**config.mk**
```make
export PLATFORM = sky130hd
export DESIGN_NAME = fwclk_recover
export DESIGN_NICKNAME = d
export VERILOG_FILES = /design/src/rtl/fwclk_pkg.sv /design/src/rtl/fwclk_sync.sv /design/src/rtl/fwclk_slot_timer.sv /design/src/rtl/fwclk_dpll.sv /design/src/rtl/fwclk_recover.sv
export SDC_FILE = /design/constraint.sdc
export NUM_CORES = 1
export LEC_CHECK = 0
export BUFFER_PORTS_ARGS = -buffer_cell sky130_fd_sc_hd__buf_4
export CAP_MARGIN = 0
export CORE_MARGIN = 5
export CORE_UTILIZATION = 50
export CTS_CLUSTER_SIZE = 20
export DETAILED_ROUTE_END_ITERATION = 10
export PLACE_DENSITY = 0.73
export RECOVER_POWER = 100
export REMOVE_ABC_BUFFERS = 1
export SYNTH_ARGS = -nofsm -noshare
export SYNTH_HDL_FRONTEND = slang
export SYNTH_SLANG_ARGS = --single-unit
```
**constraint.sdc**
```tcl
create_clock -name clk -period 2.37 [get_ports clk]
set_input_delay 0.474 -clock clk [delete_from_list [all_inputs] [get_ports clk]]
set_output_delay 0.474 -clock clk [all_outputs]
set_load 0.02 [all_outputs]
```
**src/rtl/fwclk_pkg.sv**
```systemverilog
package fwclk_pkg;

  typedef enum logic [1:0] {
    CORR_NONE = 2'd0,
    CORR_ADV  = 2'd1,
    CORR_RET  = 2'd2
  } corr_e;

  // clk cycles per phase slot for a given rate selection
  function automatic int unsigned slot_div(input int unsigned base,
                                           input logic fast,
                                           input logic sel_low,
                                           input logic sel_top);
    int unsigned d;
    d = fast ? base * 4 : base;
    if (!sel_low) begin
      if (fast && sel_top) d = d / 4;
      else                 d = d / 2;
    end
    return d;
  endfunction

  // direction of correction for an edge seen in slot ph
  function automatic corr_e corr_for_slot(input int unsigned ph,
                                          input int unsigned mid);
    if (ph == 0)       return CORR_NONE;
    else if (ph < mid) return CORR_RET;
    else               return CORR_ADV;
  endfunction

  // slots moved on a tick for a given pending correction
  function automatic int unsigned slot_step(input corr_e c);
    case (c)
      CORR_ADV: return 2;
      CORR_RET: return 0;
      default:  return 1;
    endcase
  endfunction

endpackage

```
**src/rtl/fwclk_sync.sv**
```systemverilog
module fwclk_sync (
  input  logic clk,
  input  logic rst_n,
  input  logic en_i,
  input  logic d_i,
  output logic level_o,
  output logic edge_o
);
  logic s1_q, s2_q, s3_q;

  always_ff @(posedge clk or negedge rst_n) begin
    if (!rst_n) begin
      s1_q <= 1'b0;
      s2_q <= 1'b0;
      s3_q <= 1'b0;
    end else if (!en_i) begin
      s1_q <= 1'b0;
      s2_q <= 1'b0;
      s3_q <= 1'b0;
    end else begin
      s1_q <= d_i;
      s2_q <= s1_q;
      s3_q <= s2_q;
    end
  end

  assign level_o = s2_q;
  assign edge_o  = s2_q ^ s3_q;

  // powersave clears the synchroniser
  a_r9_sync_cleared: assert property (@(posedge clk) disable iff (!rst_n)
    !en_i |=> (!level_o && !edge_o));

endmodule

```
**src/rtl/fwclk_slot_timer.sv**
```systemverilog
module fwclk_slot_timer #(
  parameter int unsigned BASE_DIV = 4
) (
  input  logic clk,
  input  logic rst_n,
  input  logic en_i,
  input  logic fast_i,
  input  logic sel_low_i,
  input  logic sel_top_i,
  output logic tick_o
);
  import fwclk_pkg::*;

  localparam int unsigned MAX_DIV = BASE_DIV * 4;
  localparam int unsigned CW      = $clog2(MAX_DIV + 1);

  logic [CW-1:0] cnt_q;
  logic [CW-1:0] div_m1;

  always_comb begin
    div_m1 = CW'(slot_div(BASE_DIV, fast_i, sel_low_i, sel_top_i) - 1);
  end

  assign tick_o = en_i && (cnt_q >= div_m1);

  always_ff @(posedge clk or negedge rst_n) begin
    if (!rst_n)      cnt_q <= '0;
    else if (!en_i)  cnt_q <= '0;
    else if (tick_o) cnt_q <= '0;
    else             cnt_q <= cnt_q + CW'(1);
  end

  // a tick restarts the slot count
  a_r2_tick_restarts: assert property (@(posedge clk) disable iff (!rst_n)
    tick_o |=> (cnt_q == '0));

  // between ticks the count climbs by one
  a_r2_count_climbs: assert property (@(posedge clk) disable iff (!rst_n)
    (en_i && !tick_o) |=> (!en_i || cnt_q == $past(cnt_q) + CW'(1)));

endmodule

```
**src/rtl/fwclk_dpll.sv**
```systemverilog
module fwclk_dpll #(
  parameter int unsigned SLOTS = 16
) (
  input  logic                     clk,
  input  logic                     rst_n,
  input  logic                     en_i,
  input  logic                     tick_i,
  input  logic                     edge_i,
  input  logic                     qual_i,
  output logic [$clog2(SLOTS)-1:0] phase_o,
  output logic                     sample_o
);
  import fwclk_pkg::*;

  localparam int unsigned PW  = $clog2(SLOTS);
  localparam logic [PW-1:0] MID = PW'(SLOTS / 2);

  logic [PW-1:0] phase_q, phase_nx;
  corr_e         req_q, req_edge;
  logic          done_q;
  logic          wrap_w;
  logic          capture_w;

  always_comb begin
    phase_nx  = phase_q + PW'(slot_step(req_q));
    wrap_w    = tick_i && (phase_nx < phase_q);
    sample_o  = tick_i && (phase_q < MID) && (phase_nx >= MID);
    req_edge  = corr_for_slot(int'(phase_q), int'(MID));
    capture_w = edge_i && qual_i && (req_q == CORR_NONE) && !done_q;
  end

  always_ff @(posedge clk or negedge rst_n) begin
    if (!rst_n) begin
      phase_q <= '0;
      req_q   <= CORR_NONE;
      done_q  <= 1'b0;
    end else if (!en_i) begin
      phase_q <= '0;
      req_q   <= CORR_NONE;
      done_q  <= 1'b0;
    end else begin
      if (tick_i) phase_q <= phase_nx;
      if (capture_w)   req_q <= req_edge;
      else if (tick_i) req_q <= CORR_NONE;
      if (tick_i) begin
        if (wrap_w)                  done_q <= 1'b0;
        else if (req_q != CORR_NONE) done_q <= 1'b1;
      end
    end
  end

  assign phase_o = phase_q;

  // free-running step of one slot per tick
  a_r3_free_step: assert property (@(posedge clk) disable iff (!rst_n)
    (en_i && tick_i && req_q == CORR_NONE) |=>
      (!en_i || phase_q == $past(phase_q) + PW'(1)));

  // phase holds between ticks
  a_r3_hold_between: assert property (@(posedge clk) disable iff (!rst_n)
    (en_i && !tick_i) |=> (!en_i || $stable(phase_q)));

  // no tick moves the phase by more than two slots
  a_r5_bounded_step: assert property (@(posedge clk) disable iff (!rst_n)
    (en_i && tick_i) |=> (!en_i || PW'(phase_q - $past(phase_q)) <= PW'(2)));

  // after a correction in this bit no new request appears
  a_r6_one_per_bit: assert property (@(posedge clk) disable iff (!rst_n)
    (en_i && done_q && req_q == CORR_NONE) |=> (req_q == CORR_NONE));

  // unqualified edges raise no request
  a_r7_noise_blocked: assert property (@(posedge clk) disable iff (!rst_n)
    (!qual_i && req_q == CORR_NONE) |=> (req_q == CORR_NONE));

  // powersave returns the loop to slot 0
  a_r9_phase_cleared: assert property (@(posedge clk) disable iff (!rst_n)
    !en_i |=> (phase_q == '0 && req_q == CORR_NONE));

endmodule

```
**src/rtl/fwclk_recover.sv**
```systemverilog
module fwclk_recover #(
  parameter int unsigned BASE_DIV = 4,
  parameter int unsigned SLOTS    = 16
) (
  input  logic clk,
  input  logic rst_n,
  input  logic rx_en,
  input  logic clk_fast_sel,
  input  logic rate_low_sel,
  input  logic rate_top_sel,
  input  logic carrier_in,
  input  logic rx_bit,
  output logic sync_out,
  output logic data_clocked,
  output logic data_raw,
  output logic carrier_out
);
  localparam int unsigned PW = $clog2(SLOTS);
  localparam logic [PW-1:0] MID = PW'(SLOTS / 2);

  logic          tick_w;
  logic          level_w;
  logic          edge_w;
  logic          sample_w;
  logic [PW-1:0] phase_w;
  logic          dq_q;

  fwclk_sync u_sync (
    .clk     (clk),
    .rst_n   (rst_n),
    .en_i    (rx_en),
    .d_i     (rx_bit),
    .level_o (level_w),
    .edge_o  (edge_w)
  );

  fwclk_slot_timer #(.BASE_DIV(BASE_DIV)) u_timer (
    .clk       (clk),
    .rst_n     (rst_n),
    .en_i      (rx_en),
    .fast_i    (clk_fast_sel),
    .sel_low_i (rate_low_sel),
    .sel_top_i (rate_top_sel),
    .tick_o    (tick_w)
  );

  fwclk_dpll #(.SLOTS(SLOTS)) u_dpll (
    .clk      (clk),
    .rst_n    (rst_n),
    .en_i     (rx_en),
    .tick_i   (tick_w),
    .edge_i   (edge_w),
    .qual_i   (carrier_in),
    .phase_o  (phase_w),
    .sample_o (sample_w)
  );

  always_ff @(posedge clk or negedge rst_n) begin
    if (!rst_n)        dq_q <= 1'b0;
    else if (!rx_en)   dq_q <= 1'b0;
    else if (sample_w) dq_q <= level_w;
  end

  assign sync_out     = rx_en && (phase_w < MID);
  assign data_clocked = rx_en && dq_q;
  assign data_raw     = rx_bit;
  assign carrier_out  = rx_en && carrier_in;

  // the latch only moves on a mid-bit sample
  a_r8_latch_holds: assert property (@(posedge clk) disable iff (!rst_n)
    (rx_en && !sample_w) |=> $stable(dq_q));

  // a sample lands as the sync square wave falls
  a_r8_sample_at_fall: assert property (@(posedge clk) disable iff (!rst_n)
    (rx_en && sample_w) |=> (!rx_en || !sync_out));

endmodule

```
Word-level counts from Yosys, hierarchy flattened
Index checks and enable logic that the tools add are counted.
- register bits after elaboration: 16
- input bits: 8
- output and inout port bits: 4
- word-level logic and storage cells: 61
- add/sub/neg operators: 3
- order comparisons: 5
- equal/unequal tests: 6
- mux-type cells: 22
- bitwise operators: 1
- reductions and logical operators: 16
- operators with widths (cell ; number):
    5-bit two-way mux ; 4
    4-bit two-way mux ; 3
    1-bit logical AND ; 11
    2-bit two-way mux ; 5
    1-bit two-way mux ; 9
    4-bit < comparator, second input constant ; 2
    3-bit by 1-bit != test with 1-bit output, second input constant ; 2
    5-bit by 1-bit adder with 5-bit output, second input constant ; 1
    5-bit greater-or-equal comparator ; 1
    5-bit by 1-bit subtractor with 5-bit output, second input constant ; 1
    4-bit by 2-bit adder with 4-bit output ; 1
    4-bit greater-or-equal comparator, second input constant ; 1
    4-bit zero test ; 1
    4-bit < comparator ; 1
    2-bit by 1-bit != test with 1-bit output, second input constant ; 2
    2-bit one-hot mux with 2 select lines ; 1
    2-bit by 1-bit equality test with 1-bit output, second input constant ; 1
    2-bit equality test, second input constant ; 1
    2-bit zero test ; 1
    2-bit AND reduction ; 1
    2-bit nonzero test ; 1
    1-bit zero test ; 1
    1-bit XOR ; 1

Depth between registers and ports, before layout
Gate-level depths: netlist of the first run.
- word-level depth: 10
- mapped depth: 10

Cells and area by module
From an unflattened synthesis of the first run, not the netlist that was laid out.
- cells, all modules: 97
- area, all modules: 1007.2 um^2
- modules (own cells, without submodules) (module ; times used ; cells each ; area an instance (um^2) ; seq. area each (um^2)):
    fwclk_dpll ; 1 ; 46 ; 462.9 ; 175.2
    fwclk_slot_timer ; 1 ; 37 ; 372.9 ; 125.1
    fwclk_sync ; 1 ; 7 ; 103.8 ; 75.1
    fwclk_recover ; 1 ; 7 ; 67.6 ; 25.0

Worst setup path before layout of the first run
OpenSTA, ideal clock, no wires.
- kind: register -> register
- from: register u_dpll.req_q[0]
- to: register u_dpll.done_q
- setup time: 123 ps
- data arrival time: 2134 ps
- data required time: 2247 ps
- path slack: 113 ps
- stages on the path, launching flop included: 11
- cells stage by stage: dfrtp_1 > inv_1 > ha_1 > inv_1 > ha_1 > fa_1 > ha_1 > nor2b_1 > nor3_1 > a311oi_1 > o221a_2
- word-level cells in the longest chain between the ends: 8
- elaborated cells on any way between the ends: 12
- RTL lines (element ; line ; RTL):
    from (decl) ; fwclk_dpll.sv:19 ; corr_e req_q, req_edge;
    from (signal assigned) ; fwclk_dpll.sv:43 ; if (capture_w) req_q <= req_edge;
    2-bit equality test / 2-bit by 1-bit equality test with 1-bit output (equally long branches) ; fwclk_pkg.sv:33 ; case (c)
    2-bit one-hot mux with 2 select lines ; fwclk_pkg.sv:33 ;
    4-bit by 2-bit adder with 4-bit output ; fwclk_dpll.sv:25 ; phase_nx = phase_q + PW'(slot_step(req_q));
    4-bit < comparator ; fwclk_dpll.sv:26 ; wrap_w = tick_i && (phase_nx < phase_q);
    1-bit logical AND ; fwclk_dpll.sv:26 ;
    1-bit two-way mux ; fwclk_dpll.sv:46 ; if (wrap_w) done_q <= 1'b0;
    1-bit two-way mux ; fwclk_dpll.sv:45 ; if (tick_i) begin
    1-bit two-way mux ; fwclk_dpll.sv:37 ; end else if (!en_i) begin
    to (signal assigned) ; fwclk_dpll.sv:36 ; done_q <= 1'b0;
    to (signal assigned) ; fwclk_dpll.sv:46 ;
    to (signal assigned) ; fwclk_dpll.sv:47 ; else if (req_q != CORR_NONE) done_q <= 1'b1;
    to (decl) ; fwclk_dpll.sv:20 ; logic done_q;
Parallel ways exist; a longest one is shown, timed or not. The select of a mux whose other input is x is not followed.
A chain may end at the register's enable or synchronous reset.

Worst setup path in the final report of the first run
- from: register u_dpll.req_q[1]
- to: register u_dpll.done_q
The elaborated chain is that of the path after synthesis.

==> impl_metrics.ini, run 1 <==
[outcome]
status = finished clean

[power]
p_leak_nw = 0.581
power.internal_mw = 0.415
p_sw_frac = 0.258
combPwrFrac = 0.151
p_clk_frac = 0.323
power.density_nw_per_um2 = 494
ir_drop_mv = 0.298
p_switching_mw = 0.145
seq_power_share = 0.526

[yosys]
avgSynthCellArea_um2 = 10.2
synth_top_cell_area_share = 0.423
synth_top_family_by_area = simple AND/OR/NAND/NOR gates
yosys_warnings = 0
synth_compound_area_frac = 0.0820
yosysTopAreaCell = dfrtp_1
synth_xor_area_frac = 0.0370
synthMuxAreaShare = 0.0476
synth_seq_cells = 16
synth_seq_area_share = 0.423
yosys.cell_types.count = 31
synth_area_um2 = 946
netlist_instances = 93
synthTopCellsByArea = dfrtp_1 (42%), ha_1 (15%), and2_1 (4.0%)
yosys.area_share.adder = 0.167
synth-simple-area-share = 0.194

[detailed_routing]
wire_per_inst_um = 13.4
drt_first_pass_iters = 4
drtIter0Drc = 4
drc = 0
drt_wl_total_um = 1780
detail-route-antenna-nets = 0
dr_total_vias = 686
avgViaCountPerCell = 5.16

[sta]
timing.slew.headroom = 0.435
drv_slew = 0
skew_ns = 0.00420
fmax_mhz = 434
finalSetupViolCount = 0
final.min_clock_period_ns = 2.31
post-route-period-util = 0.973
rsz0062_at_grt = yes
layout_setup_ws_ns = 0.0649
worst_pin_slew_ns = 0.847
finalHoldViolCount = 0

[setup_path]
crit_path_end_kind = flop
crit_required_ns = 2.55
critPathLaunchType = flop
timing.critical_path.buf_inv = 2
crit_path_top_delay_cell = fa_2
crit_family = adder cells
worstPathMaxFanout = 3
worst_r2r_path_depth = 10
critPathMaxStageDelay_ns = 0.39
critPathMostFrequentCell = ha_4
worstSetupPathType = flop to flop
crit_chain = inv_1, ha_4, inv_2, ha_4, fa_2, ha_4, nor2b_4, nor3_2, a311oi_1, o221a_2
cp_data_arrival_time_ns = 2.49
cp.depth = 10

[global_route]
grt_max_degree = 17
grt.overflow.total = 0
gr-usage-all-layers = 0.141
antenna_found_initial = 0
grt_pass1_vias = 662
grt_pass1_wl_um = 2860

[placed_design]
detailed_place_hpwl_um = 1250
dp_cells = 128
post-place-ws_ns = -0.0213
place.gp.congestion = 0.728
port_buffers = 11

[clocking]
numClockSinks = 16
postCtsHoldBufs = 0
cts_tree = yes
insertion_delay_ns = 0.29
htree_levels = 1
clkTransAtPathRegs_ns = 0.10
cts_buffers = 3
clk_path_buf_depth = 2
cts_root_buffer = clkbuf_4

[floorplan]
fp.dieW_um = 53.5
dieArea_um2 = 2860
pin_count = 12
coreArea_um2 = 1760
rows = 15
start_util = 0.536
die_y_um = 53.5

[run]
cap_violations = 0

[final_layout]
nets = 129
drive_above_1_share = 0.204
final_cells = 133
antennaDiodeCount = 0
area_growth_pct = 19.7
multi_input_area_um2 = 559
ff_latch_area_um2 = 400
fillers = 163

[worst_hold_path]
hp-class = input pin to async pin
[synthesized netlist by cell type (all sizes together)]
library cell	n
a21boi	1
a21o	2
a21oi	1
a311oi	1
a31oi	2
and2	6
and3	1
buf	2
clkbuf	1
conb	1
dfrtp	16
fa	1
ha	11
inv	7
mux2	1
mux2i	3
nand2	6
nand3	3
nand4b	1
nor2	7
nor2b	6
nor3	3
nor4	1
o211ai	1
o21ai	2
o221a	1
or3b	1
xnor2	1
xor2	3
[cell families after synthesis]
family,after synthesis
buffers and inverters,10
muxes,4
other,1
and+or+nand+nor,35
xor gates and xnor gates,4
adders and majority gates,12
AOI/OAI and AO/OA,11
DFF,16
[layout make-up]
cell class | instances | share of cell area
Timing Repair Buffer | 13 | 0.0696
Clock buffer | 4 | 0.0320
Inverter | 7 | 0.0232
Tap cell | 25 | 0.0276
Sequential cell | 16 | 0.354
Multi-Input combinational cell | 68 | 0.494
[registers in the layout, summed over array words and instances (netlist names)]
name            flops
dq_q                1
u_sync.s3_q         1
u_dpll.done_q       1
u_dpll.phase_o      4
u_sync.level_o      1
u_timer.cnt_q       5
u_sync.s1_q         1
u_dpll.req_q        2
[stage by stage]
step                      setup TNS, ns  hold WS, ns  utilization  area, um^2  total power, mW
after detailed placement        -0.0213        0.343        0.598        1050            0.385
after floorplan                       0        0.178            -         933            0.346
after global routing            -0.0360        0.318        0.642        1130            0.599
final                                 0        0.258        0.642        1130            0.560
after global placement                0        0.344        0.598        1050            0.382
after CTS                             0       0.0206        0.620        1090            0.570
[power groups by stage]
stage	combinational, mW	clock, mW	sequential (mW)
final	0.0845	0.181	0.295
after global routing	0.100	0.202	0.297
after CTS	0.0868	0.189	0.294
after detailed placement	0.0861	0	0.299
after global placement	0.0835	0	0.299
after floorplan	0.0494	0	0.297
[metal layers]
layer  track usage  up-vias  share of wire
met2         0.235       14           0.52
met1         0.173      323           0.44
li1              -      349              -
met4        0.0638        0              0
met3        0.0310        0          0.033
met5             0        -              0
[final timing paths]
path	startpoint	end	slack [ns]
max	u_dpll.req_q[1]	u_dpll.done_q	0.06
min	rst_n	u_dpll.phase_o[2]	0.26
max reg2reg	u_dpll.req_q[1]	u_dpll.done_q	0.06
min reg2reg	u_sync.s1_q	u_sync.level_o	0.46
max in group asynchronous	rst_n	u_timer.cnt_q[0]	1.59
min in group clk	rx_bit	u_sync.s1_q	0.41
[timing repair]
action,CTS,global route
setup endpoints to repair,1,1
pin swaps,0,6
setup buffers,0,1
resized for setup,1,8
[layout by cell type (no fill, tap or decap), types with 2 or more instances in the layout]
master / count
dfrtp_1: 16
ha_1: 8
buf_4: 8
nor2_1: 7
nand2_1: 6
inv_1: 5
nor2b_1: 5
clkbuf_1: 5
and2_1: 4
nand3_1: 3
xor2_1: 3
mux2i_1: 3
ha_4: 3
clkbuf_4: 3
inv_2: 2
a21o_1: 2
a31oi_1: 2
and2_0: 2
nor3_1: 2
conb_1: 2
Power figures use the tool's default switching activity.
==> run 2, diff against run 1 <==
Settings changed: CORE_MARGIN 5 to 4, SYNTH_HIERARCHICAL from default to 1.
==> run 2 against run 1 <==
  * Wire length down 3.8%
  * Count of clock-buffer cells in the layout unchanged
  * Area after synthesis up 6.5%
  * Utilization down 1.2 points
  * Critical path depth down 1
  * Non-clock buffer count up 1
  * Design area up 1.2%
  * Die area down 2.3%
  * Critical endpoint is now u_dpll/done_q
==> impl_metrics.ini, run 2 <==
[sta]
fmax_mhz = 447
skew_ns = 0.00132
timing.slew.headroom = 0.434
rsz0062_at_grt = no
worst_pin_slew_ns = 0.848
final.min_clock_period_ns = 2.24
finalSetupViolCount = 0
layout_setup_ws_ns = 0.133
finalHoldViolCount = 0
drv_slew = 0
post-route-period-util = 0.944
whs_ns = 0.260

[floorplan]
die_y_um = 52.9
coreArea_um2 = 1820
pin_count = 12
dieArea_um2 = 2800
rows = 15
start_util = 0.553
fp.dieW_um = 52.9

[detailed_routing]
detail-route-antenna-nets = 0
avgViaCountPerCell = 5.12
wire_per_inst_um = 12.3
drc = 0
drt_first_pass_iters = 4
dr_total_vias = 712
drtIter0Drc = 15
drt_wl_total_um = 1710

[yosys]
synthTopCellsByArea = dfrtp_1 (40%), ha_1 (14%), mux2i_1 (4.0%)
synth_area_um2 = 1010
yosys.cell_types.count = 30
synth-async-reset-ratio = 1.00
synth.most_common_cell = dfrtp_1
netlist_instances = 97
synth_commonest_cells = dfrtp_1 (16), ha_1 (11), inv_1 (9)
synth_edf_count = 0
synth_top_cell_area_share = 0.398
synth_seq_area_share = 0.398
yosys_warnings = 6
avgSynthCellArea_um2 = 10.4
ys.flop_type = dfrtp_1
synth_seq_cells = 16
yosysTopAreaCell = dfrtp_1

[setup_path]
critPathLaunchType = flop
worstSetupPathType = flop to flop
critPathMaxStageDelay_ns = 0.44
worst_r2r_path_depth = 9
cp_data_arrival_time_ns = 2.44
crit_required_ns = 2.57
crit_path_top_delay_cell = fa_1
crit_chain = inv_1, ha_1, inv_1, ha_1, fa_1, ha_4, xnor2_1, o221a_1, a211oi_2
worstPathMaxFanout = 2
crit_path_end_kind = flop

[final_layout]
final_common_cell = dfrtp_1
drive_above_1_share = 0.211
area_growth_pct = 13.8
regMostFlops = u_timer/cnt_q
nets = 135
antennaDiodeCount = 0
largest_register_ffs = 5
final_cells = 139
final_cell_mix = dfrtp_1 (16), ha_1 (10), inv_1 (9), buf_4 (8), nand2_1 (6)

[global_route]
gr-usage-all-layers = 0.148
grt_max_degree = 17
grt_pass1_vias = 678
grt.overflow.total = 0
grt_pass1_wl_um = 2970
antenna_found_initial = 0

[worst_hold_path]
hp-class = input pin to async pin

[placed_design]
detailed_place_hpwl_um = 1350
dp_cells = 135
place.gp.congestion = 0.793
post-place-ws_ns = -0.00889
port_buffers = 11

[power]
p_switching_mw = 0.148
p_leak_nw = 0.537
p_clk_frac = 0.319
p_sw_frac = 0.261
combPwrFrac = 0.164
seq_power_share = 0.517
power.internal_mw = 0.419
power.density_nw_per_um2 = 495
ir_drop_mv = 0.441

[clocking]
postCtsHoldBufs = 0
htree_levels = 1
insertion_delay_ns = 0.28
clkTransAtPathRegs_ns = 0.09
cts_buffers = 3
numClockSinks = 16
cts_root_buffer = clkbuf_4
clk_path_buf_depth = 2
cts_tree = yes

[run]
cap_violations = 0

[outcome]
status = finished clean
## run 2: layout make-up
type | count | area (um^2)
fill | 168 | 674
multi-input combinational | 71 | 558
sequential | 16 | 400
timing repair buffer | 14 | 86.3
clock buffer | 4 | 36.3
inverter | 9 | 33.8
tap | 25 | 31.3
## run 2: what timing repair did
| action | in CTS | in global routing |
|---|---|---|
| endpoints found under the setup margin | 0 | 1 |
| resized for setup | 0 | 1 |
| endpoints found under the hold margin | 0 | 0 |
| setup buffers | 0 | 0 |
## run 2: worst paths after layout
check                                      from  slack (ns)                 to
worst max-delay path            u_dpll/req_q[0]        0.13      u_dpll/done_q
worst min-delay path                      rst_n        0.26  u_dpll/phase_o[1]
worst max register to register  u_dpll/req_q[0]        0.13      u_dpll/done_q
worst min register to register      u_sync/s1_q        0.51     u_sync/level_o
max in group asynchronous                 rst_n        1.59   u_timer/cnt_q[2]
min in group clk                         rx_bit        0.41        u_sync/s1_q
## run 2: worst max-delay path: cells and delay by family (launching register included)
kind / cells / cell delay, ns
adders and majority gates: 4 / 1.20
buffers and inverters: 2 / 0.10
xor gates and xnor gates: 1 / 0.06
DFF: 1 / 0.37
AOI/OAI and AO/OA: 2 / 0.43
## run 2: metal layers
metal,vias to the layer above,share of wire,global-route usage,wire length [um]
met3,2,0.045,0.0338,77
met5,-,0,0,0
met1,341,0.50,0.214,860
met2,14,0.44,0.213,757
met4,0,0.0088,0.0511,15
li1,355,-,-,-
## run 2: logic make-up after synthesis
logic type	after synthesis	share of synthesized area
AND/OR/NAND/NOR	34	0.194
buffers and inverters	11	0.0522
adder cells (fa/ha/maj)	12	0.157
other	1	0.00372
multiplexers	4	0.0398
XOR/XNOR	5	0.0435
flip-flops	16	0.398
AO/OA/AOI/OAI	14	0.113
## run 2: stage by stage
stage | power (mW) | utilization | cell area (um^2) | setup TNS [ns]
after floorplan | 0.360 | - | 992 | -0.291
after global placement | 0.399 | 0.620 | 1130 | 0
after detailed placement | 0.402 | 0.620 | 1130 | -0.00889
after CTS | 0.583 | 0.640 | 1160 | 0
after global routing | 0.605 | 0.630 | 1150 | 0
final | 0.567 | 0.630 | 1150 | 0
## run 2: power by group through the flow
stage	Sequential, mW	Clock [mW]	Combinational (mW)
floorplan	0.296	0	0.0645
global placement	0.298	0	0.101
detailed placement	0.299	0	0.103
CTS	0.293	0.187	0.103
global route	0.295	0.204	0.106
finish	0.293	0.181	0.0927
==> run 3, diff against run 2 <==
Settings changed: CORE_UTILIZATION 50 to 45, GPL_TIMING_DRIVEN from default to 0, PLACE_DENSITY 0.73 to 0.67.
==> run 3 against run 2 <==
  * Design area unchanged
  * Register-to-register slack improved by 0.02 ns
  * Count of clock-buffer cells in the layout did not move
  * Critical path depth up 2
  * Die area is 9.4% higher
  * Sequential power is essentially flat
  * Global-route usage fell by 2.7 points
  * Wire length grew 0.29%
  * Clock power about the same
  * Via count is 0.28% lower
  * Sequential cell count is the same
  * Critical path type unchanged
  * Critical endpoint is now dq_q
  * Largest cell class unchanged
  * Largest power group unchanged
==> impl_metrics.ini, run 3 (synthesized netlist as in run 2, its figures left out) <==
[outcome]
status = finished clean

[detailed_routing]
dr_total_vias = 710
drt_wl_total_um = 1720
drc = 0
drt_first_pass_iters = 2
drtIter0Drc = 4
avgViaCountPerCell = 5.04
wire_per_inst_um = 12.2
detail-route-antenna-nets = 0

[final_layout]
area_growth_pct = 13.8
final_common_cell = dfrtp_1
fillers = 205
post-route-util = 0.561
drive_above_1_share = 0.211
regMostFlops = u_timer/cnt_q
multi_input_area_um2 = 559
antennaDiodeCount = 0
ff_latch_area_um2 = 400
nets = 135
final_cell_mix = dfrtp_1 (16), ha_1 (11), inv_1 (9), buf_4 (8)
largest_register_ffs = 5

[clocking]
postCtsHoldBufs = 0
clk_path_buf_depth = 2
htree_levels = 1
insertion_delay_ns = 0.28
cts_root_buffer = clkbuf_4
cts_tree = yes
cts_buffers = 3
clkTransAtPathRegs_ns = 0.09
numClockSinks = 16

[sta]
finalSetupViolCount = 0
finalHoldViolCount = 0
skew_ns = 0.00118
post-route-period-util = 0.937
timing.slew.headroom = 0.442
layout_setup_ws_ns = 0.148
fmax_mhz = 450
worst_pin_slew_ns = 0.837
rsz0062_at_grt = no
final.min_clock_period_ns = 2.22
drv_slew = 0

[global_route]
antenna_found_initial = 0
grt.overflow.total = 0
grt_pass1_wl_um = 2940
grt_pass1_vias = 663
grt_max_degree = 17
gr-usage-all-layers = 0.121

[floorplan]
start_util = 0.493
coreArea_um2 = 2040
pin_count = 12
fp.dieW_um = 55.3
die_y_um = 55.3
dieArea_um2 = 3060
rows = 16

[setup_path]
worstPathMaxFanout = 4
crit_required_ns = 2.55
worst_r2r_path_depth = 11
critPathLaunchType = flop
crit_path_end_kind = flop
cp_data_arrival_time_ns = 2.40
worstSetupPathType = flop to flop

[power]
power.internal_mw = 0.418
p_leak_nw = 0.537
combPwrFrac = 0.166
p_clk_frac = 0.315
ir_drop_mv = 0.363
seq_power_share = 0.518
p_switching_mw = 0.145
power.density_nw_per_um2 = 492
p_sw_frac = 0.258

[placed_design]
detailed_place_hpwl_um = 1310
post-place-ws_ns = -0.768
port_buffers = 11
place.gp.congestion = 0.741

[worst_hold_path]
hp-class = input pin to async pin

[run]
cap_violations = 0
run 3: area by class of cell:
class                      instances  area share
multi-input combinational         71       0.488
sequential                        16       0.349
timing repair buffer              14      0.0721
clock buffer                       4      0.0317
inverter                           9      0.0295
tap                               27      0.0295
run 3: power groups by stage:
stage	Clock (mW)	Combinational, mW	Sequential, mW
after global routing	0.200	0.105	0.294
final	0.178	0.0939	0.292
after detailed placement	0	0.0976	0.298
after CTS	0.186	0.100	0.293
after global placement	0	0.0939	0.298
after floorplan	0	0.0645	0.296
run 3: metal layers:
layer	vias up	global-route usage	part of all wire
met5	-	0	0
met4	0	0.0208	0.0047
met1	341	0.156	0.46
met2	10	0.191	0.49
li1	357	-	-
met3	2	0.0513	0.041
run 3: worst paths after layout:
check | slack [ns] | endpoint | from
max in group asynchronous | 1.60 | u_sync/level_o | rst_n
worst min register to register | 0.47 | u_sync/level_o | u_sync/s1_q
min in group clk | 0.41 | u_sync/s1_q | rx_bit
worst max register to register | 0.15 | dq_q | u_timer/cnt_q[0]
worst min-delay path | 0.26 | u_dpll/req_q[1] | rst_n
worst max-delay path | 0.15 | dq_q | u_timer/cnt_q[0]
run 3: critical path, cell delays in order (launching register included):
cell      delay [ns]
dfrtp_1         0.42
inv_1           0.06
ha_1            0.31
nor2b_4         0.04
o21ai_2         0.15
nand3_1         0.14
a21boi_4        0.22
nand2_1         0.10
or3_1           0.35
inv_1           0.08
mux2i_1         0.18
nor2b_1         0.06
run 3: timing repair:
action | 4_1_cts | 5_1_grt
hold endpoints to repair | 0 | 0
endpoints found under the setup margin | 6 | 2
gates resized for setup | 3 | 1
buffers inserted | 0 | 3
pin swaps | 0 | 2
run 3: through the flow:
step / cell area, um^2 / hold WS (ns) / setup TNS, ns / power, mW / instances
6_report: 1150 / 0.258 / 0 / 0.564 / 141
5_1_grt: 1150 / 0.307 / 0 / 0.599 / 141
4_1_cts: 1160 / 0.0273 / 0 / 0.578 / 138
3_5_place_dp: 1110 / 0.345 / -2.69 / 0.395 / 134
3_3_place_gp: 1110 / 0.343 / -2.47 / 0.391 / 134
2_1_floorplan: 992 / 0.178 / -0.291 / 0.360 / 96
